### src/rtl/cps_pkg.sv
// Package: shared types and the opcode shape table for the command phase
// sequencer. Assumes the opcode is indexed by its low five bits only.
package cps_pkg;

    localparam int IDX_W   = 5;
    localparam int CNT_W   = 4;

    typedef enum logic [2:0] {
        PH_RST,
        PH_CMD_WAIT,
        PH_CMD_PROC,
        PH_EXEC,
        PH_RES_WAIT,
        PH_RES_PROC
    } phase_t;

    typedef struct packed {
        logic             legal;
        logic [CNT_W-1:0] n_param;
        logic [CNT_W-1:0] n_result;
    } cmd_shape_t;

    // Maps an opcode index to its parameter and result byte counts.
    function automatic cmd_shape_t shape_of(input logic [IDX_W-1:0] idx);
        cmd_shape_t s;
        s = '{legal: 1'b1, n_param: '0, n_result: '0};
        case (idx)
            5'h03: s.n_param = 4'd2;
            5'h04: begin s.n_param = 4'd1; s.n_result = 4'd1; end
            5'h05: begin s.n_param = 4'd8; s.n_result = 4'd7; end
            5'h06: begin s.n_param = 4'd8; s.n_result = 4'd7; end
            5'h07: s.n_param = 4'd1;
            5'h08: s.n_result = 4'd2;
            5'h0F: s.n_param = 4'd2;
            5'h13: s.n_param = 4'd3;
            default: s.legal = 1'b0;
        endcase
        return s;
    endfunction

endpackage

### src/rtl/cps_opcode_lut.sv
// Module: opcode decoder. Turns the low opcode bits into the byte counts
// the sequencer needs. Pure combinational; assumes upper bits are ignored.
module cps_opcode_lut
    import cps_pkg::*;
(
    input  logic [IDX_W-1:0] op_idx,
    output cmd_shape_t       shape
);

    // Table lookup of the command shape.
    always_comb begin
        shape = shape_of(op_idx);
    end

endmodule

### src/rtl/cps_reset_ctl.sv
// Module: software reset combiner. Holds a sticky reset bit (set by the
// pin reset, cleared by software) and a timed self-clearing reset pulse.
// The sticky bit wins: while set, timed requests are dropped.
// Assumes synchronous active-low rst_n.
module cps_reset_ctl #(
    parameter int SELF_RST_CYC = 4
) (
    input  logic clk,
    input  logic rst_n,
    input  logic ctl_wr,
    input  logic ctl_hold,
    input  logic rate_wr,
    input  logic rate_rst,
    output logic core_rst
);

    localparam int SR_W = $clog2(SELF_RST_CYC + 1);

    logic            hold_q;
    logic [SR_W-1:0] pulse_cnt;
    logic            hold_set_req;
    logic            pulse_req;

    assign hold_set_req = ctl_wr && ctl_hold;
    assign pulse_req    = rate_wr && rate_rst;

    // Sticky hold bit: set on pin reset, loaded by software writes.
    always_ff @(posedge clk) begin
        if (!rst_n)
            hold_q <= 1'b1;
        else if (ctl_wr)
            hold_q <= ctl_hold;
    end

    // Timed pulse counter: loads on request, counts down, cancelled by hold.
    always_ff @(posedge clk) begin
        if (!rst_n)
            pulse_cnt <= '0;
        else if (hold_q || hold_set_req)
            pulse_cnt <= '0;
        else if (pulse_req)
            pulse_cnt <= SR_W'(SELF_RST_CYC);
        else if (pulse_cnt != '0)
            pulse_cnt <= pulse_cnt - 1'b1;
    end

    // Shared core reset is the union of both sources.
    assign core_rst = hold_q || (pulse_cnt != '0);


    hold_sets_rst_chk: assert property (@(posedge clk) disable iff (!rst_n)
        hold_set_req |=> core_rst);


    pulse_countdown_chk: assert property (@(posedge clk) disable iff (!rst_n)
        (pulse_cnt != '0 && !hold_q && !hold_set_req && !pulse_req)
        |=> pulse_cnt == $past(pulse_cnt) - 1'b1);


    hold_precedence_chk: assert property (@(posedge clk) disable iff (!rst_n)
        hold_q |=> pulse_cnt == '0);

endmodule

### src/rtl/cps_phase_fsm.sv
// Module: phase sequencer. Walks command, execution and result phases,
// counts parameter and result bytes and drives the two handshake flags.
// Assumes a shape lookup for the byte currently on host_wdata and a
// core reset that restarts it into the command phase.
module cps_phase_fsm
    import cps_pkg::*;
#(
    parameter int        PROC_LAT     = 2,
    parameter logic [7:0] INVALID_CODE = 8'h80
) (
    input  logic       clk,
    input  logic       rst_n,
    input  logic       core_rst,
    input  logic       host_wr,
    input  logic [7:0] host_wdata,
    input  logic       host_rd,
    input  logic       exec_done,
    input  logic [7:0] exec_status,
    input  cmd_shape_t wr_shape,
    output logic       rqm,
    output logic       dio,
    output logic [7:0] rd_data,
    output logic       exec_busy,
    output logic [7:0] cmd_op,
    output logic       param_vld,
    output logic [7:0] param_byte
);

    localparam int PL_W = (PROC_LAT > 1) ? $clog2(PROC_LAT) : 1;

    phase_t           phase;
    logic [PL_W-1:0]  proc_cnt;
    logic [CNT_W-1:0] params_left;
    logic [CNT_W-1:0] res_left;
    logic             have_op;
    logic             bad_op;
    logic             wr_ok;
    logic             rd_ok;
    logic             srst;

    assign srst  = !rst_n || core_rst;
    assign wr_ok = (phase == PH_CMD_WAIT) && host_wr;
    assign rd_ok = (phase == PH_RES_WAIT) && host_rd;

    // Phase register and byte bookkeeping.
    always_ff @(posedge clk) begin
        if (srst) begin
            phase       <= PH_RST;
            proc_cnt    <= '0;
            params_left <= '0;
            res_left    <= '0;
            have_op     <= 1'b0;
            bad_op      <= 1'b0;
            cmd_op      <= '0;
        end else begin
            case (phase)
                PH_RST: phase <= PH_CMD_WAIT;
                PH_CMD_WAIT: if (wr_ok) begin
                    if (!have_op) begin
                        cmd_op      <= host_wdata;
                        have_op     <= 1'b1;
                        bad_op      <= !wr_shape.legal;
                        params_left <= wr_shape.n_param;
                        res_left    <= wr_shape.legal ? wr_shape.n_result : CNT_W'(1);
                    end else begin
                        params_left <= params_left - 1'b1;
                    end
                    proc_cnt <= PL_W'(PROC_LAT - 1);
                    phase    <= PH_CMD_PROC;
                end
                PH_CMD_PROC: begin
                    if (proc_cnt != '0)
                        proc_cnt <= proc_cnt - 1'b1;
                    else if (bad_op)
                        phase <= PH_RES_WAIT;
                    else if (params_left == '0)
                        phase <= PH_EXEC;
                    else
                        phase <= PH_CMD_WAIT;
                end
                PH_EXEC: if (exec_done) begin
                    if (res_left == '0) begin
                        phase   <= PH_CMD_WAIT;
                        have_op <= 1'b0;
                    end else begin
                        phase <= PH_RES_WAIT;
                    end
                end
                PH_RES_WAIT: if (rd_ok) begin
                    res_left <= res_left - 1'b1;
                    proc_cnt <= PL_W'(PROC_LAT - 1);
                    phase    <= PH_RES_PROC;
                end
                PH_RES_PROC: begin
                    if (proc_cnt != '0)
                        proc_cnt <= proc_cnt - 1'b1;
                    else if (res_left == '0) begin
                        phase   <= PH_CMD_WAIT;
                        have_op <= 1'b0;
                        bad_op  <= 1'b0;
                    end else
                        phase <= PH_RES_WAIT;
                end
                default: phase <= PH_RST;
            endcase
        end
    end

    // Parameter hand-off strobe to the execution engine.
    always_ff @(posedge clk) begin
        if (srst) begin
            param_vld  <= 1'b0;
            param_byte <= '0;
        end else begin
            param_vld <= wr_ok && have_op;
            if (wr_ok && have_op)
                param_byte <= host_wdata;
        end
    end

    // Handshake flags and result byte decode.
    always_comb begin
        rqm       = (phase == PH_CMD_WAIT) || (phase == PH_RES_WAIT);
        dio       = (phase == PH_RES_WAIT) || (phase == PH_RES_PROC);
        exec_busy = (phase == PH_EXEC);
        rd_data   = '0;
        if (phase == PH_RES_WAIT)
            rd_data = bad_op ? INVALID_CODE : exec_status;
    end


    wr_drops_rqm_chk: assert property (@(posedge clk) disable iff (srst)
        (rqm && !dio && host_wr) |=> !rqm);


    rd_drops_rqm_chk: assert property (@(posedge clk) disable iff (srst)
        (rqm && dio && host_rd) |=> (!rqm && dio));


    param_strobe_chk: assert property (@(posedge clk) disable iff (srst)
        param_vld |-> $past(host_wr));


    exec_hold_chk: assert property (@(posedge clk) disable iff (srst)
        (exec_busy && !exec_done) |=> (exec_busy && !rqm));


    reset_blocks_rqm_chk: assert property (@(posedge clk) disable iff (!rst_n)
        core_rst |=> !rqm);

endmodule

### src/rtl/cmd_phase_seq.sv
// Module: top of the command phase handshake sequencer. Joins the reset
// combiner, the opcode table and the phase sequencer. Assumes a single
// clock and a synchronous active-low pin reset.
module cmd_phase_seq
    import cps_pkg::*;
#(
    parameter int         PROC_LAT     = 2,
    parameter int         SELF_RST_CYC = 4,
    parameter logic [7:0] INVALID_CODE = 8'h80
) (
    input  logic       clk,
    input  logic       rst_n,
    input  logic       ctl_wr,
    input  logic       ctl_hold,
    input  logic       rate_wr,
    input  logic       rate_rst,
    input  logic       host_wr,
    input  logic [7:0] host_wdata,
    input  logic       host_rd,
    input  logic       exec_done,
    input  logic [7:0] exec_status,
    output logic       rqm,
    output logic       dio,
    output logic [7:0] rd_data,
    output logic       exec_busy,
    output logic [7:0] cmd_op,
    output logic       param_vld,
    output logic [7:0] param_byte,
    output logic       core_rst
);

    cmd_shape_t wr_shape;

    cps_reset_ctl #(.SELF_RST_CYC(SELF_RST_CYC)) rst_ctl_i (
        .clk      (clk),
        .rst_n    (rst_n),
        .ctl_wr   (ctl_wr),
        .ctl_hold (ctl_hold),
        .rate_wr  (rate_wr),
        .rate_rst (rate_rst),
        .core_rst (core_rst)
    );

    cps_opcode_lut lut_i (
        .op_idx (host_wdata[IDX_W-1:0]),
        .shape  (wr_shape)
    );

    cps_phase_fsm #(.PROC_LAT(PROC_LAT), .INVALID_CODE(INVALID_CODE)) fsm_i (
        .clk         (clk),
        .rst_n       (rst_n),
        .core_rst    (core_rst),
        .host_wr     (host_wr),
        .host_wdata  (host_wdata),
        .host_rd     (host_rd),
        .exec_done   (exec_done),
        .exec_status (exec_status),
        .wr_shape    (wr_shape),
        .rqm         (rqm),
        .dio         (dio),
        .rd_data     (rd_data),
        .exec_busy   (exec_busy),
        .cmd_op      (cmd_op),
        .param_vld   (param_vld),
        .param_byte  (param_byte)
    );

endmodule

### config.mk
export PLATFORM = sky130hd
export DESIGN_NAME = cmd_phase_seq
export DESIGN_NICKNAME = d
export VERILOG_FILES = /design/src/rtl/cps_pkg.sv /design/src/rtl/cps_opcode_lut.sv /design/src/rtl/cps_reset_ctl.sv /design/src/rtl/cps_phase_fsm.sv /design/src/rtl/cmd_phase_seq.sv
export SDC_FILE = /design/constraint.sdc
export NUM_CORES = 1
export LEC_CHECK = 0
export BUFFER_PORTS_ARGS = -buffer_cell sky130_fd_sc_hd__buf_2
export CORE_UTILIZATION = 50
export CTS_CLUSTER_SIZE = 16
export DETAILED_ROUTE_END_ITERATION = 10
export PLACE_DENSITY_LB_ADDON = 0.08
export SLEW_MARGIN = 30
export SYNTH_ARGS = -nofsm -noshare
export SYNTH_HDL_FRONTEND = slang
export SYNTH_SLANG_ARGS = --single-unit
export TNS_END_PERCENT = 1
### constraint.sdc
create_clock -name clk -period 2.82 [get_ports clk]
set_input_delay 0.564 -clock clk [delete_from_list [all_inputs] [get_ports clk]]
set_output_delay 0.564 -clock clk [all_outputs]
set_load 0.01 [all_outputs]
==> results of run 1 <==
==> layout make-up <==
cell class	instances	area, µm²
clock buffer	6	82.6
tap	48	60.1
timing repair buffer	57	295
inverter	12	45.0
fill	364	1390
clock inverter	1	5.00
sequential	35	701
multi-input combinational	186	1140
==> power breakdown <==
| part | internal, mW | switching, mW | total (mW) | leakage [nW] |
|---|---|---|---|---|
| logic | 0.0364 | 0.0515 | 0.0880 | 0.629 |
| registers | 0.498 | 0.00331 | 0.501 | 0.282 |
| clock network | 0.192 | 0.173 | 0.365 | 0.0470 |
| total | 0.726 | 0.228 | 0.954 | 0.959 |
==> layer usage <==
layer / vias to the layer above / part of all wire (%) / global-route usage [%]
met5: - / 0 / 0
met4: 0 / 0.50 / 5.83
met3: 2 / 5.5 / 5.46
met2: 51 / 46 / 36.6
met1: 849 / 48 / 26.9
li1: 957 / - / -
==> cell families after synthesis <==
logic type      Yosys count  share of synthesized area (%)
buf+inv                  29                           6.55
fa+ha+maj                 6                           3.82
xor+xnor                  4                           1.78
flops                    35                           35.6
mux                       7                           3.63
compound gates           56                           17.6
simple gates            113                           31.0
==> synthesized netlist by cell type, drive strengths merged (2+ instances only) <==
master	instances	area share, %
nor3b	4	1.8
nand3b	2	0.76
dfxtp	35	36
or3	3	0.95
nor4	2	0.64
buf	13	3.5
mux2i	6	3.1
and2	8	2.5
nand3	14	3.6
nand2	39	7.6
xnor2	2	0.89
inv	12	2.3
a211oi	3	1.1
clkbuf	4	0.76
nor3	2	0.51
nor2	14	2.8
nand2b	5	1.6
or3b	2	0.89
ha	6	3.8
nand4bb	2	1.1
a21oi	28	7.5
nor2b	7	2.2
xor2	2	0.89
o21ai	12	3.1
nor4b	3	1.3
a31oi	3	0.95
==> registers in the layout (all words and copies together) (netlist names) <==
| register | flops |
|---|---|
| fsm_i.params_left | 4 |
| fsm_i.bad_op | 1 |
| fsm_i.have_op | 1 |
| fsm_i.param_byte | 8 |
| fsm_i.proc_cnt | 1 |
| fsm_i.res_left | 4 |
| fsm_i.param_vld | 1 |
| fsm_i.phase | 3 |
| rst_ctl_i.hold_q | 1 |
| rst_ctl_i.pulse_cnt | 3 |
| fsm_i.cmd_op | 8 |
==> worst min-delay path, delay by kind of cell (launching register included) <==
kind               cells  cell delay [ns]
AOI/OAI and AO/OA      1             0.05
DFF                    1             0.31
and+or+nand+nor        1             0.05
==> worst paths after layout <==
| kind | to | slack, ns | cells after the start |
|---|---|---|---|
| min | fsm_i.param_byte[7] | 0.46 | 2 |
| min reg2reg | fsm_i.param_byte[7] | 0.46 | 2 |
| max | rd_data[2] | 0.43 | 4 |
| max reg2reg | fsm_i.phase[1] | 0.91 | 6 |
==> stage by stage <==
stage	setup slack, ns	power, mW	utilization, %	cell area, µm²	std cells
final	0.433	0.954	62.6	2330	345
after global routing	0.309	0.993	62.6	2330	345
after CTS	0.412	0.964	62.6	2330	345
after detailed placement	0.722	0.600	60.2	2240	338
after global placement	0.803	0.600	60.2	2240	338
after floorplan	0.990	0.569	-	1970	250
==> results.json, run 1 <==
{
  "drt_wl_total_mm": 4.20,
  "post-route-period-util_pct": 84.7,
  "cp_max_fo": 14,
  "yosysSeqAreaShare_pct": 35.6,
  "cts_max_level": 2,
  "maxSlewViolCount": 0,
  "min_from": "fsm_i.param_byte[7]",
  "end_kind": "output pin",
  "power_density_mw_per_mm2": 410,
  "num-nets-final": 328,
  "syn_to_final_growth_pct": 18.3,
  "port_buffers": 53,
  "syn-instance-count": 250,
  "critPathSlowestCell": "or3b_1",
  "async_reset_ff_share_pct": 0,
  "setup_tns_ns": 0,
  "place_hpwl_mm": 3.09,
  "post_cts_buffers": 0,
  "clockBufferDepth": 2,
  "r2r_start": "rst_ctl_i.pulse_cnt[0]",
  "cts_resized": 0,
  "timing.hold.ws_ns": 0.456,
  "drtPass1Iterations": 4,
  "ant_nets": 0,
  "drc_errors": 0,
  "grt_overflow_total": 0,
  "cts_tree": "built",
  "core_area_mm2": 0.00372,
  "drv_cap": 0,
  "peakVddDrop_v": 0.000415,
  "path_cells": "or3b_1 > nor2_1 > and2_1 > buf_2",
  "die-width_um": 64.7,
  "cp-start-kind": "register",
  "synthFlopType": "dfxtp_1",
  "cts-root-buf": "clkbuf_8",
  "clkLatencyLatePin_ns": 0.28,
  "syn_avg_cell_area_um2": 7.87,
  "clock_skew_ns": 0.00116,
  "tightest_slew_ns": 0.604,
  "worstPathRequired_ns": 2.26,
  "track_usage_pct": 21.6,
  "mostFrequentLayoutCells": "buf_2, nand2_1, dfxtp_1, a21oi_1, nand3_1",
  "antenna_found_initial": 0,
  "status": "completed",
  "vias_per_cell": 5.39,
  "path_buf_inv": 1,
  "synth_edf_count": 0,
  "clk_pin_slew_ns": 0.07,
  "finalHoldViolCount": 0,
  "worst_slew_margin_rel_pct": 59.7,
  "grt_start_max_net_pins": 23,
  "routabilityCongestion": 0.794,
  "path_delay_family": "simple AND/OR/NAND/NOR gates",
  "crit_start": "fsm_i.phase[1]",
  "layout_commonest_cell": "buf_2",
  "syn_nets": 281,
  "synth-seq-cells": 35,
  "cp_data_arrival_time_ns": 1.82,
  "syn_area_mm2": 0.00197,
  "rsz0062_at_grt": "false",
  "initial_core_util_pct": 52.9,
  "io_pins": 54,
  "vias": 1859,
  "antennaDiodeCount": 0,
  "wl_per_cell_um": 12.2,
  "cts_made_buffers": 5,
  "hold_class": "register to register",
  "leakage_nw": 0.959,
  "grt_pass1_wl_mm": 7.10,
  "yosysWarnings": 0,
  "row_count": 22,
  "drt_iter0_drc": 80,
  "setup_viol": 0,
  "slowest_delay_ns": 0.52,
  "die-area_mm2": 0.00419,
  "synth_cell_type_count": 51,
  "die_h_um": 64.7,
  "grt_pass1_vias": 1674,
  "layout-drive-gt1-share_pct": 25.3,
  "cts.sinks": 35,
  "min_period_ns": 2.39,
  "fmax_mhz": 419,
  "hold_buffers": 0,
  "path_class": "register to output pin"
}
Power figures use the tool's default switching activity.
==> run 2, diff against run 1 <==
--- a/config.mk
+++ b/config.mk
@@ -6,7 +6,7 @@
 export NUM_CORES = 1
 export LEC_CHECK = 0
 export BUFFER_PORTS_ARGS = -buffer_cell sky130_fd_sc_hd__buf_2
-export CORE_UTILIZATION = 50
+export CORE_UTILIZATION = 47
 export CTS_CLUSTER_SIZE = 16
 export DETAILED_ROUTE_END_ITERATION = 10
 export PLACE_DENSITY_LB_ADDON = 0.08
==> constraint.sdc (replaced) <==
create_clock -name clk -period 2.1 [get_ports clk]
set_input_delay 0.42 -clock clk [delete_from_list [all_inputs] [get_ports clk]]
set_output_delay 0.42 -clock clk [all_outputs]
set_load 0.01 [all_outputs]
==> results.json, run 2 (synthesis results as in run 1) <==
{
  "layout_commonest_cell": "buf_2",
  "nFillCells": 375,
  "post-route-period-util_pct": 92.4,
  "drc_errors": 0,
  "place_hpwl_mm": 3.16,
  "pwr-share-comb_pct": 9.2,
  "grt_pass1_wl_mm": 7.25,
  "power_mw": 1.29,
  "grt_start_max_net_pins": 21,
  "reg2reg_slack_ns": 0.40,
  "routabilityCongestion": 0.805,
  "pwr-share-clk_pct": 38.3,
  "p_int_mw": 0.977,
  "slowest_delay_ns": 0.42,
  "layout-drive-gt1-share_pct": 27.6,
  "cts_made_buffers": 5,
  "ant_nets": 0,
  "power.share.switching_pct": 24.0,
  "reg_top3": "fsm_i.cmd_op x8, fsm_i.param_byte x8",
  "port_buffers": 53,
  "layout_setup_ws_ns": 0.159,
  "hold_buffers": 0,
  "die_h_um": 66.7,
  "post_cts_buffers": 0,
  "clock_skew_ns": 0.00232,
  "place_inst": 344,
  "worstPathRequired_ns": 1.68,
  "p_switching_mw": 0.309,
  "hold_class": "primary input to register",
  "grt_overflow_total": 0,
  "worst_slew_margin_rel_pct": 64.9,
  "cp_data_arrival_time_ns": 1.52,
  "tightest_slew_ns": 0.519,
  "cts_tree": "built",
  "drt_wl_total_mm": 4.36,
  "drtPass1Iterations": 4,
  "drt_iter0_drc": 102,
  "rsz0062_at_grt": "false",
  "seqPwrFrac_pct": 52.5,
  "ff_latch_area_um2": 704,
  "track_usage_pct": 21.5,
  "io_pins": 54,
  "syn_to_final_growth_pct": 20.2,
  "initial_core_util_pct": 49.2,
  "vias": 1845,
  "fin_util_pct": 59.1,
  "wl_per_cell_um": 12.4,
  "clkLatencyLatePin_ns": 0.28,
  "critPathSlowestCell": "or3b_1",
  "layoutNonFillerInstCount": 351,
  "min_period_ns": 1.94,
  "mostFrequentLayoutCells": "buf_2, nand2_1, dfxtp_1, a21oi_1, nand3_1",
  "cts-root-buf": "clkbuf_8",
  "antennaDiodeCount": 0,
  "clockBufferDepth": 2,
  "row_count": 23,
  "maxSlewViolCount": 0,
  "core_area_mm2": 0.00400,
  "power_density_mw_per_mm2": 544,
  "fmax_mhz": 515,
  "antenna_found_initial": 0,
  "setup_tns_ns": 0,
  "path_cells": "or3b_1 > nor2_2 > and2_1 > buf_2",
  "vias_per_cell": 5.26,
  "status": "completed",
  "place_ws_ns": 0.319,
  "finalHoldViolCount": 0,
  "drv_cap": 0,
  "cts_max_level": 2,
  "cp_max_fo": 13,
  "end_kind": "output pin",
  "die-area_mm2": 0.00445,
  "num-nets-final": 332,
  "cts.sinks": 35,
  "path_class": "register to output pin",
  "leakage_nw": 0.978,
  "setup_viol": 0,
  "peakVddDrop_v": 0.000359,
  "grt_pass1_vias": 1615,
  "die-width_um": 66.7,
  "cp-start-kind": "register",
  "multi_input_area_mm2": 0.00114,
  "clk_pin_slew_ns": 0.07
}
## run 2: what timing repair did
item / CTS / global route
setup endpoints to repair: 7 / 7
gates resized for setup: 1 / 3
gates cloned: 0 / 0
## run 2: worst max-delay path, delay by kind of cell, from the launching register on
family	cells	cell delay [ns]
buffers and inverters	1	0.12
flip-flops	1	0.38
AND/OR/NAND/NOR	3	0.74
## run 2: per-stage QoR
| stage | cell area, µm² | hold WS, ns |
|---|---|---|
| floorplan | 1970 | 0.452 |
| global placement | 2270 | 0.443 |
| detailed placement | 2270 | 0.444 |
| CTS | 2360 | 0.314 |
| global route | 2360 | 0.335 |
| finish | 2360 | 0.317 |
## run 2: power groups by stage
stage | Sequential [mW] | Combinational, mW | Clock [mW]
finish | 0.675 | 0.118 | 0.492
global placement | 0.690 | 0.117 | 0
global route | 0.676 | 0.133 | 0.528
floorplan | 0.686 | 0.0770 | 0
CTS | 0.675 | 0.119 | 0.506
detailed placement | 0.690 | 0.118 | 0
## run 2: path summary, 6_finish.rpt
| kind | end | startpoint | cells after the start |
|---|---|---|---|
| max reg2reg | fsm_i.res_left[3] | rst_ctl_i.pulse_cnt[0] | 7 |
| min reg2reg | fsm_i.cmd_op[2] | fsm_i.cmd_op[2] | 2 |
| max | rd_data[1] | fsm_i.phase[0] | 4 |
| min | rst_ctl_i.hold_q | rst_n | 2 |
## run 2: area by class of cell
| class | count | area share, % |
|---|---|---|
| Clock buffer | 6 | 3.49 |
| Clock inverter | 1 | 0.212 |
| Inverter | 12 | 1.90 |
| Multi-Input combinational cell | 186 | 48.2 |
| Sequential cell | 35 | 29.8 |
| Tap cell | 50 | 2.65 |
| Timing Repair Buffer | 61 | 13.8 |
## run 2: per-layer routing
layer | wire, µm | vias to the layer above | GRT usage, %
met4 | 95 | 0 | 9.57
met2 | 1930 | 45 | 33.2
met5 | 0 | - | 0
met3 | 192 | 7 | 4.79
met1 | 2150 | 828 | 28.2
li1 | - | 965 | -
